<file path="src/rtl/acsync_pkg.sv">
package acsync_pkg;

  // Strobes from the control module to the counting datapath.
  typedef struct packed {
    logic load;   // start of half-cycle: capture speed, reload counter
    logic step;   // count one control tick down
    logic fire;   // turn the gate on
    logic kill;   // force the gate off
  } dpStrobe_t;

  // Firing delay for a speed code: the highest code gets the shortest delay.
  function automatic int unsigned modeDelay(input int unsigned mode,
                                            input int unsigned baseTicks,
                                            input int unsigned stepTicks,
                                            input int unsigned numModes);
    return baseTicks + (numModes - 1 - mode) * stepTicks;
  endfunction

endpackage

</file>
<file path="src/rtl/acsync_datapath.sv">
module acsync_datapath
  import acsync_pkg::*;
#(
  parameter int MODE_W     = 2,
  parameter int CNT_W      = 6,
  parameter int BASE_TICKS = 8,
  parameter int STEP_TICKS = 10
) (
  input  logic              clk,
  input  logic              rstN,
  input  dpStrobe_t         strobe,
  input  logic [MODE_W-1:0] speedSel,
  output logic              cntLast,
  output logic              cntIdle,
  output logic              gateOut
);

  localparam int NMODES = 1 << MODE_W;

  logic [CNT_W-1:0] delayTab [NMODES];
  logic [CNT_W-1:0] tickCnt;
  logic             gateReg;

  // One table entry per speed code, computed from the parameters.
  for (genvar g = 0; g < NMODES; g++) begin : gDelay
    assign delayTab[g] = CNT_W'(modeDelay(g, BASE_TICKS, STEP_TICKS, NMODES));
  end

  always_ff @(posedge clk) begin
    if (!rstN) begin
      tickCnt <= '0;
    end else if (strobe.load) begin
      tickCnt <= delayTab[speedSel];
    end else if (strobe.step) begin
      tickCnt <= tickCnt - 1'b1;
    end
  end

  always_ff @(posedge clk) begin
    if (!rstN) begin
      gateReg <= 1'b0;
    end else if (strobe.kill) begin
      gateReg <= 1'b0;
    end else if (strobe.fire) begin
      gateReg <= 1'b1;
    end
  end

  assign cntLast = (tickCnt == CNT_W'(1));
  assign cntIdle = (tickCnt == '0);
  assign gateOut = gateReg;

endmodule

</file>
<file path="src/rtl/acsync_ctrl.sv">
module acsync_ctrl
  import acsync_pkg::*;
#(
  parameter int MODE_W = 2
) (
  input  logic              clk,
  input  logic              rstN,
  input  logic              zcPulse,
  input  logic              tickPulse,
  input  logic [MODE_W-1:0] speedSel,
  input  logic              stallFlag,
  input  logic              hotFlag,
  input  logic              cntLast,
  input  logic              cntIdle,
  output dpStrobe_t         strobe,
  output logic              lampPower,
  output logic              lampOverload,
  output logic              lampHot
);

  logic synced;
  logic armed;
  logic ovlFault, hotFault;
  logic ovlNext, hotNext;
  logic faultNext;
  logic clearReq;
  logic tickOnly;

  // Moving the switch to the lowest code releases a fault whose flag is gone.
  assign clearReq  = (speedSel == '0);
  assign ovlNext   = stallFlag | (ovlFault & ~clearReq);
  assign hotNext   = hotFlag   | (hotFault & ~clearReq);
  assign faultNext = ovlNext | hotNext;

  // A tick that lands on a crossing is absorbed by the reload.
  assign tickOnly = tickPulse & ~zcPulse;

  always_comb begin
    strobe.load = zcPulse;
    strobe.step = tickOnly & ~cntIdle;
    strobe.fire = tickOnly & cntLast & armed & ~faultNext;
    strobe.kill = zcPulse | faultNext;
  end

  always_ff @(posedge clk) begin
    if (!rstN) begin
      synced   <= 1'b0;
      armed    <= 1'b0;
      ovlFault <= 1'b0;
      hotFault <= 1'b0;
    end else begin
      ovlFault <= ovlNext;
      hotFault <= hotNext;
      if (zcPulse) begin
        synced <= 1'b1;
      end
      // Arming happens only at a crossing; a fault disarms at once.
      if (faultNext) begin
        armed <= 1'b0;
      end else if (zcPulse) begin
        armed <= 1'b1;
      end
    end
  end

  assign lampPower    = synced;
  assign lampOverload = ovlFault;
  assign lampHot      = hotFault;

endmodule

</file>
<file path="src/rtl/acsync_speed_ctrl.sv">
module acsync_speed_ctrl
  import acsync_pkg::*;
#(
  parameter int MODE_W     = 2,
  parameter int CNT_W      = 6,
  parameter int BASE_TICKS = 8,
  parameter int STEP_TICKS = 10
) (
  input  logic              clk,
  input  logic              rstN,
  input  logic              zcPulse,
  input  logic              tickPulse,
  input  logic [MODE_W-1:0] speedSel,
  input  logic              stallFlag,
  input  logic              hotFlag,
  output logic              gateOut,
  output logic              lampPower,
  output logic              lampOverload,
  output logic              lampHot
);

  dpStrobe_t strobe;
  logic      cntLast;
  logic      cntIdle;

  acsync_ctrl #(
    .MODE_W(MODE_W)
  ) u_ctrl (
    .clk         (clk),
    .rstN        (rstN),
    .zcPulse     (zcPulse),
    .tickPulse   (tickPulse),
    .speedSel    (speedSel),
    .stallFlag   (stallFlag),
    .hotFlag     (hotFlag),
    .cntLast     (cntLast),
    .cntIdle     (cntIdle),
    .strobe      (strobe),
    .lampPower   (lampPower),
    .lampOverload(lampOverload),
    .lampHot     (lampHot)
  );

  acsync_datapath #(
    .MODE_W    (MODE_W),
    .CNT_W     (CNT_W),
    .BASE_TICKS(BASE_TICKS),
    .STEP_TICKS(STEP_TICKS)
  ) u_dp (
    .clk     (clk),
    .rstN    (rstN),
    .strobe  (strobe),
    .speedSel(speedSel),
    .cntLast (cntLast),
    .cntIdle (cntIdle),
    .gateOut (gateOut)
  );

endmodule

</file>
<file path="config.mk">
export PLATFORM = sky130hd
export DESIGN_NAME = acsync_speed_ctrl
export DESIGN_NICKNAME = d
export VERILOG_FILES = /design/src/rtl/acsync_pkg.sv /design/src/rtl/acsync_datapath.sv /design/src/rtl/acsync_ctrl.sv /design/src/rtl/acsync_speed_ctrl.sv
export SDC_FILE = /design/constraint.sdc
export NUM_CORES = 1
export LEC_CHECK = 0
export BUFFER_PORTS_ARGS = -buffer_cell sky130_fd_sc_hd__buf_2
export CAP_MARGIN = 5
export CORE_AREA = 2 2 39 41
export DETAILED_ROUTE_END_ITERATION = 10
export DIE_AREA = 0 0 41 43
export GPL_TIMING_DRIVEN = 0
export PLACE_DENSITY_LB_ADDON = 0.1
export SYNTH_ARGS = -nofsm -noshare
export SYNTH_HDL_FRONTEND = slang
export SYNTH_SLANG_ARGS = --single-unit
</file>
<file path="constraint.sdc">
create_clock -name clk -period 2.1 [get_ports clk]
set_input_delay 0 -clock clk [delete_from_list [all_inputs] [get_ports clk]]
set_output_delay 0 -clock clk [all_outputs]
set_load 0.005 [all_outputs]
</file>
* Yosys cells after proc, flatten, opt, wreduce, memory -nomap -nowiden
Cells that the tools add are included.
** Cells by class
- Magnitude comparators :: 1
- Mux-type cells :: 5
- Reductions and logical operators :: 5
- Bitwise gates (word level) :: 17
- $add $sub $neg :: 1
- Equality and inequality tests :: 1
** Operator list (count)
- $mux W6 :: 4
- $bmux W6 S2 :: 1
- $and A1 B1 Y1 :: 7
- $eq A6 B1 Y1 const B :: 1
- $logic_not A6 Y1 :: 1
- $sub A6 B1 Y6 const B :: 1
- $not A1 Y1 :: 5
- $or A1 B1 Y1 :: 4
- $reduce_or A2 Y1 :: 2
- $ge A3 B3 Y1 const B :: 1
- $not A2 Y3 :: 1
- $logic_not A2 Y1 :: 1
- $reduce_bool A2 Y1 :: 1
** Storage, ports and cells
- Output and inout port bits :: 4
- Flip-flop bits (word level) :: 11
- Logic and storage cells :: 36

* Longest topological paths before layout
- Word-level depth :: 7
- Mapped depth :: 6
- Depth with buffers taken out :: 6

* Modules after synthesis
A second synthesis with hierarchy kept.
** Unflattened totals
- Cell total of the unflattened synthesis :: 62
- Area, all modules :: 581.8 µm²
** Modules (own cells, without submodules)
- acsync_datapath :: area each 405.4 µm², sequential area each 140.1 µm², times used 1, cells an instance 45
- acsync_ctrl :: area each 176.4 µm², sequential area each 80.1 µm², times used 1, cells an instance 17

* Worst setup path after synthesis
OpenSTA, ideal clock, no wires.
- Kind :: register to register
- Start :: register u_dp.tickCnt[0]
- End :: register u_dp.tickCnt[3]
- Stages on the path, launching flop included :: 7
- Clock period less this slack :: 1443 ps
- Buffers on the path :: 0
- Slack :: 657 ps
- Arrival :: 1358 ps
- Required time :: 2014 ps
- Cell sequence :: dfxtp_1 -> inv_1 -> ha_1 -> nor2b_1 -> a21o_1 -> o311a_1 -> a211oi_1
** On the way
- Longest elaborated chain between the ends :: 4
- Elaborated cells on any way between the ends :: 7
** RTL lines
- from (decl) :: RTL line acsync_datapath.sv:21 : logic [CNT_W-1:0] tickCnt;
- from (signal assigned) :: RTL line acsync_datapath.sv:33 : tickCnt <= delayTab[speedSel];
- from (signal assigned) :: RTL line acsync_datapath.sv:35 : tickCnt <= tickCnt - 1'b1;
- branches (longest 4 deep; another with $sub A6 B1 Y6)
Parallel ways; which one is timed is not known. The select of a mux whose other input is x is not followed.
A chain may end at the register's enable or synchronous reset.

* Worst setup path in the final report
Same ends and word-level chain as after synthesis.

==> summary.txt <==
Setup path
  – Buffers & Inverters on Critical Path: 1
  – CP max stage cell: dfxtp_1
  – Setup CP Type: reg -> reg
  – CP Cell Sequence: inv_1 > ha_1 > nor2b_1 > a21o_1 > o311a_1 > a211oi_1
  – Worst EP required: 2280 ps
  – Crit-path leading delay family: compound AO/OA/AOI/OAI gates
  – CP endpoint kind: flop
  – Arrival @ worst endpoint: 1780 ps
  – Worst r2r path cells: 6
  – CP Launch Type: flop
  – Worst-path fanout max: 4
  – Slowest cell delay on critical path: 360 ps
  – WP depth: 6

Floorplan
  – # IOs: 12
  – Die outline height: 43 um
  – Standard-cell row count: 14
  – Core Region: 1380 sq um
  – Die area: 1760 sq um
  – Initial Util: 41.6%
  – Die Wd: 41 um

Pwr
  – Combinational Power Share: 19.9%
  – PwrDens: 678 nW/um^2
  – Sw frac: 27.2%
  – Psw: 128 uW
  – Total chip power: 469 uW
  – Sequential power share: 50.3%
  – Leak: 0.316 nW
  – Pint: 341 uW
  – Clock power share: 29.8%
  – Max rail drop VDD: 0.364 mV

Yosys
  – Syn nets: 82
  – FFs w/ async S/R, synth: 0%
  – Post-synth EDFFs: 0
  – Top-area cell type share of the netlist area: 38.3%
  – Seq/Total Area, Yosys: 38.3%
  – Post-synthesis average cell area: 8.34 sq um
  – Simple-gate portion of the synthesized area: 21.5%
  – Most used flip-flop cell after synthesis: dfxtp_1
  – Compound-gate portion of the synthesized area: 20.9%
  – Synth Area in Adders: 10.9%
  – Post-synthesis mux area share: 1.74%
  – Area contributors post-synth: dfxtp_1 38%, ha_1 11%, nor2_1 8.5%
  – Distinct cells, synth: 24
  – Area leader, netlist: dfxtp_1
  – Top cells by count, synth: 13 x nor2_1, 11 x dfxtp_1, 7 x inv_1, 5 x a21oi_1, 5 x ha_1
  – Largest family of logic cells by synthesized area: simple AND/OR/NAND/NOR gates
  – Syn Inst Count: 69
  – Mapped Area: 576 sq um
  – Seq cells post-synth: 11
  – YS warnings: 0
  – Synth Area in XOR/XNOR: 1.52%
  – Count leader, synth: nor2_1

STA
  – RSZ-0062 raised after global routing: false
  – Max-slew violation count: 0
  – Worst Max-Slew Pin Slew: 404 ps
  – Slew headroom: 72.9%
  – Tcrit/Tclk final: 76.2%
  – Clock Skew: 1.81 ps
  – Min cycle time layout: 1600 ps
  – Fin. Hold Viols: 0
  – Max Clk Rate: 0.625 GHz
  – Setup violators final: 0
  – Fin worst setup slack: 500 ps
  – Fin Setup TNS: 0 ps

Clock network
  – Clock Latency Late Sink: 260 ps
  – Post CTS Setup Buffer Count: 0
  – CTS tree: built
  – Hold buffers post-CTS: 2
  – Reg clk slew, reported paths: 70 ps
  – Clock Tree Buf Depth: 2
  – CTS-repair resized insts: 0
  – TritonCTS Buffers: 3
  – CTS sink count: 11
  – CTS Root Buffer Type: clkbuf_4
  – H-tree levels: 1

Final layout
  – # fillers: 137
  – Area growth from synthesis to layout: 20.2%
  – # diodes: 0
  – Share of cells above drive strength 1: 17.6%
  – # nets final: 99

Global routing
  – Initial antenna violation count: 0
  – Total congestion overflow: 0
  – Global-route wire length before repair: 1.95 mm
  – Largest net degree at the start of global routing: 10
  – Vias in the first global route: 493
  – Total GRT Usage: 16.2%

Detailed routing
  – Top sig layer: met4
  – Met2 WL post-DR: 484 um
  – Detailed Routing Iterations Pass 1: 2
  – WL/cell: 10.7 um
  – Vias per cell: 5.04
  – Remaining DRCs: 0
  – DRT met1 WL: 553 um
  – Met3 Routed Length: 35 um
  – Via count: 509
  – Post-DRT Antenna Nets: 0
  – Routed WL: 1.08 mm
  – Initial DRC Count: 6

Placed design
  – Pre-CTS WS: 500 ps
  – GPL Wtd Cong: 0.712
  – Port bufs: 10
  – Post-DP HPWL: 852 um

Run
  – Max-cap violations: 0

Hold path
  – Hold Path Depth: 2
  – Min-delay worst type: in -> reg

Status
  – Outcome: finished, final reports clean
routing by layer:
metal / global-route usage, % / vias to the layer above
met5: 0 / -
met4: 8.00 / 0
met3: 3.14 / 2
met2: 23.8 / 9
met1: 21.9 / 226
li1: - / 272
worst paths after layout:
path / startpoint / end / slack, ps
min: rstN / u_dp.tickCnt[1]$_SDFFE_PN0P_ / 8
min reg2reg: u_ctrl.lampPower$_SDFFE_PN0P_ / u_ctrl.lampPower$_SDFFE_PN0P_ / 470
max reg2reg: u_dp.tickCnt[0]$_SDFFE_PN0P_ / u_dp.tickCnt[3]$_SDFFE_PN0P_ / 500
max: u_dp.tickCnt[0]$_SDFFE_PN0P_ / u_dp.tickCnt[3]$_SDFFE_PN0P_ / 500
registers in the layout, summed over array words and instances (netlist names):
| signal | cells |
|---|---|
| u_dp.tickCnt | 6 |
| u_ctrl.lampOverload | 1 |
| u_ctrl.lampPower | 1 |
| u_ctrl.armed | 1 |
| u_dp.gateOut | 1 |
| u_ctrl.lampHot | 1 |
cell type report:
| type | count | area, sq um | share of cell area (%) |
|---|---|---|---|
| inverter | 7 | 26.3 | 3.80 |
| timing repair buffer | 12 | 70.1 | 10.1 |
| tap | 16 | 20.0 | 2.89 |
| sequential | 11 | 220 | 31.8 |
| multi-input combinational | 50 | 325 | 47.0 |
| clock buffer | 4 | 26.3 | 3.80 |
| buffer | 1 | 3.75 | 0.542 |
power groups by stage:
stage / clock, mW / combinational [mW] / sequential [mW]
2_1_floorplan: 0 / 0.0658 / 0.238
3_3_place_gp: 0 / 0.0905 / 0.240
3_5_place_dp: 0 / 0.0911 / 0.241
4_1_cts: 0.142 / 0.0946 / 0.236
5_1_grt: 0.157 / 0.108 / 0.238
6_report: 0.140 / 0.0933 / 0.236
cell usage in the layout (no fill, tap or decap), types with 2 or more instances in the layout:
cell	synthesis	layout
ha_1	5	5
o21ai_0	3	3
buf_2	0	10
a21oi_1	5	5
inv_1	7	7
dlygate4sd3_1	0	2
nand2_1	3	3
a211oi_1	3	3
nor3_1	4	4
dfxtp_1	11	11
clkbuf_4	0	3
nor2_1	13	13
clkbuf_1	1	2
cell families after synthesis:
logic type                 Yosys count
buffers and inverters                8
adders and majority gates            5
xor gates and xnor gates             1
muxes                                1
DFF                                 11
and+or+nand+nor                     25
AOI/OAI and AO/OA                   18
per-stage QoR:
stage	cell area, sq um	utilization [%]	hold slack, ps	instances
4_1_cts	692	50.0	1.53	101
5_1_grt	692	50.0	7.60	101
3_3_place_gp	646	46.7	225	95
2_1_floorplan	576	-	117	69
6_report	692	50.0	7.79	101
3_5_place_dp	646	46.7	236	95
worst register-to-register path, stage by stage, from the launching register on:
cell and delay (ps):
dfxtp_1 360, inv_1 100, ha_1 220, nor2b_1 170
a21o_1 180, o311a_1 320, a211oi_1 170
Note: power is estimated with default switching activity, not from simulation.
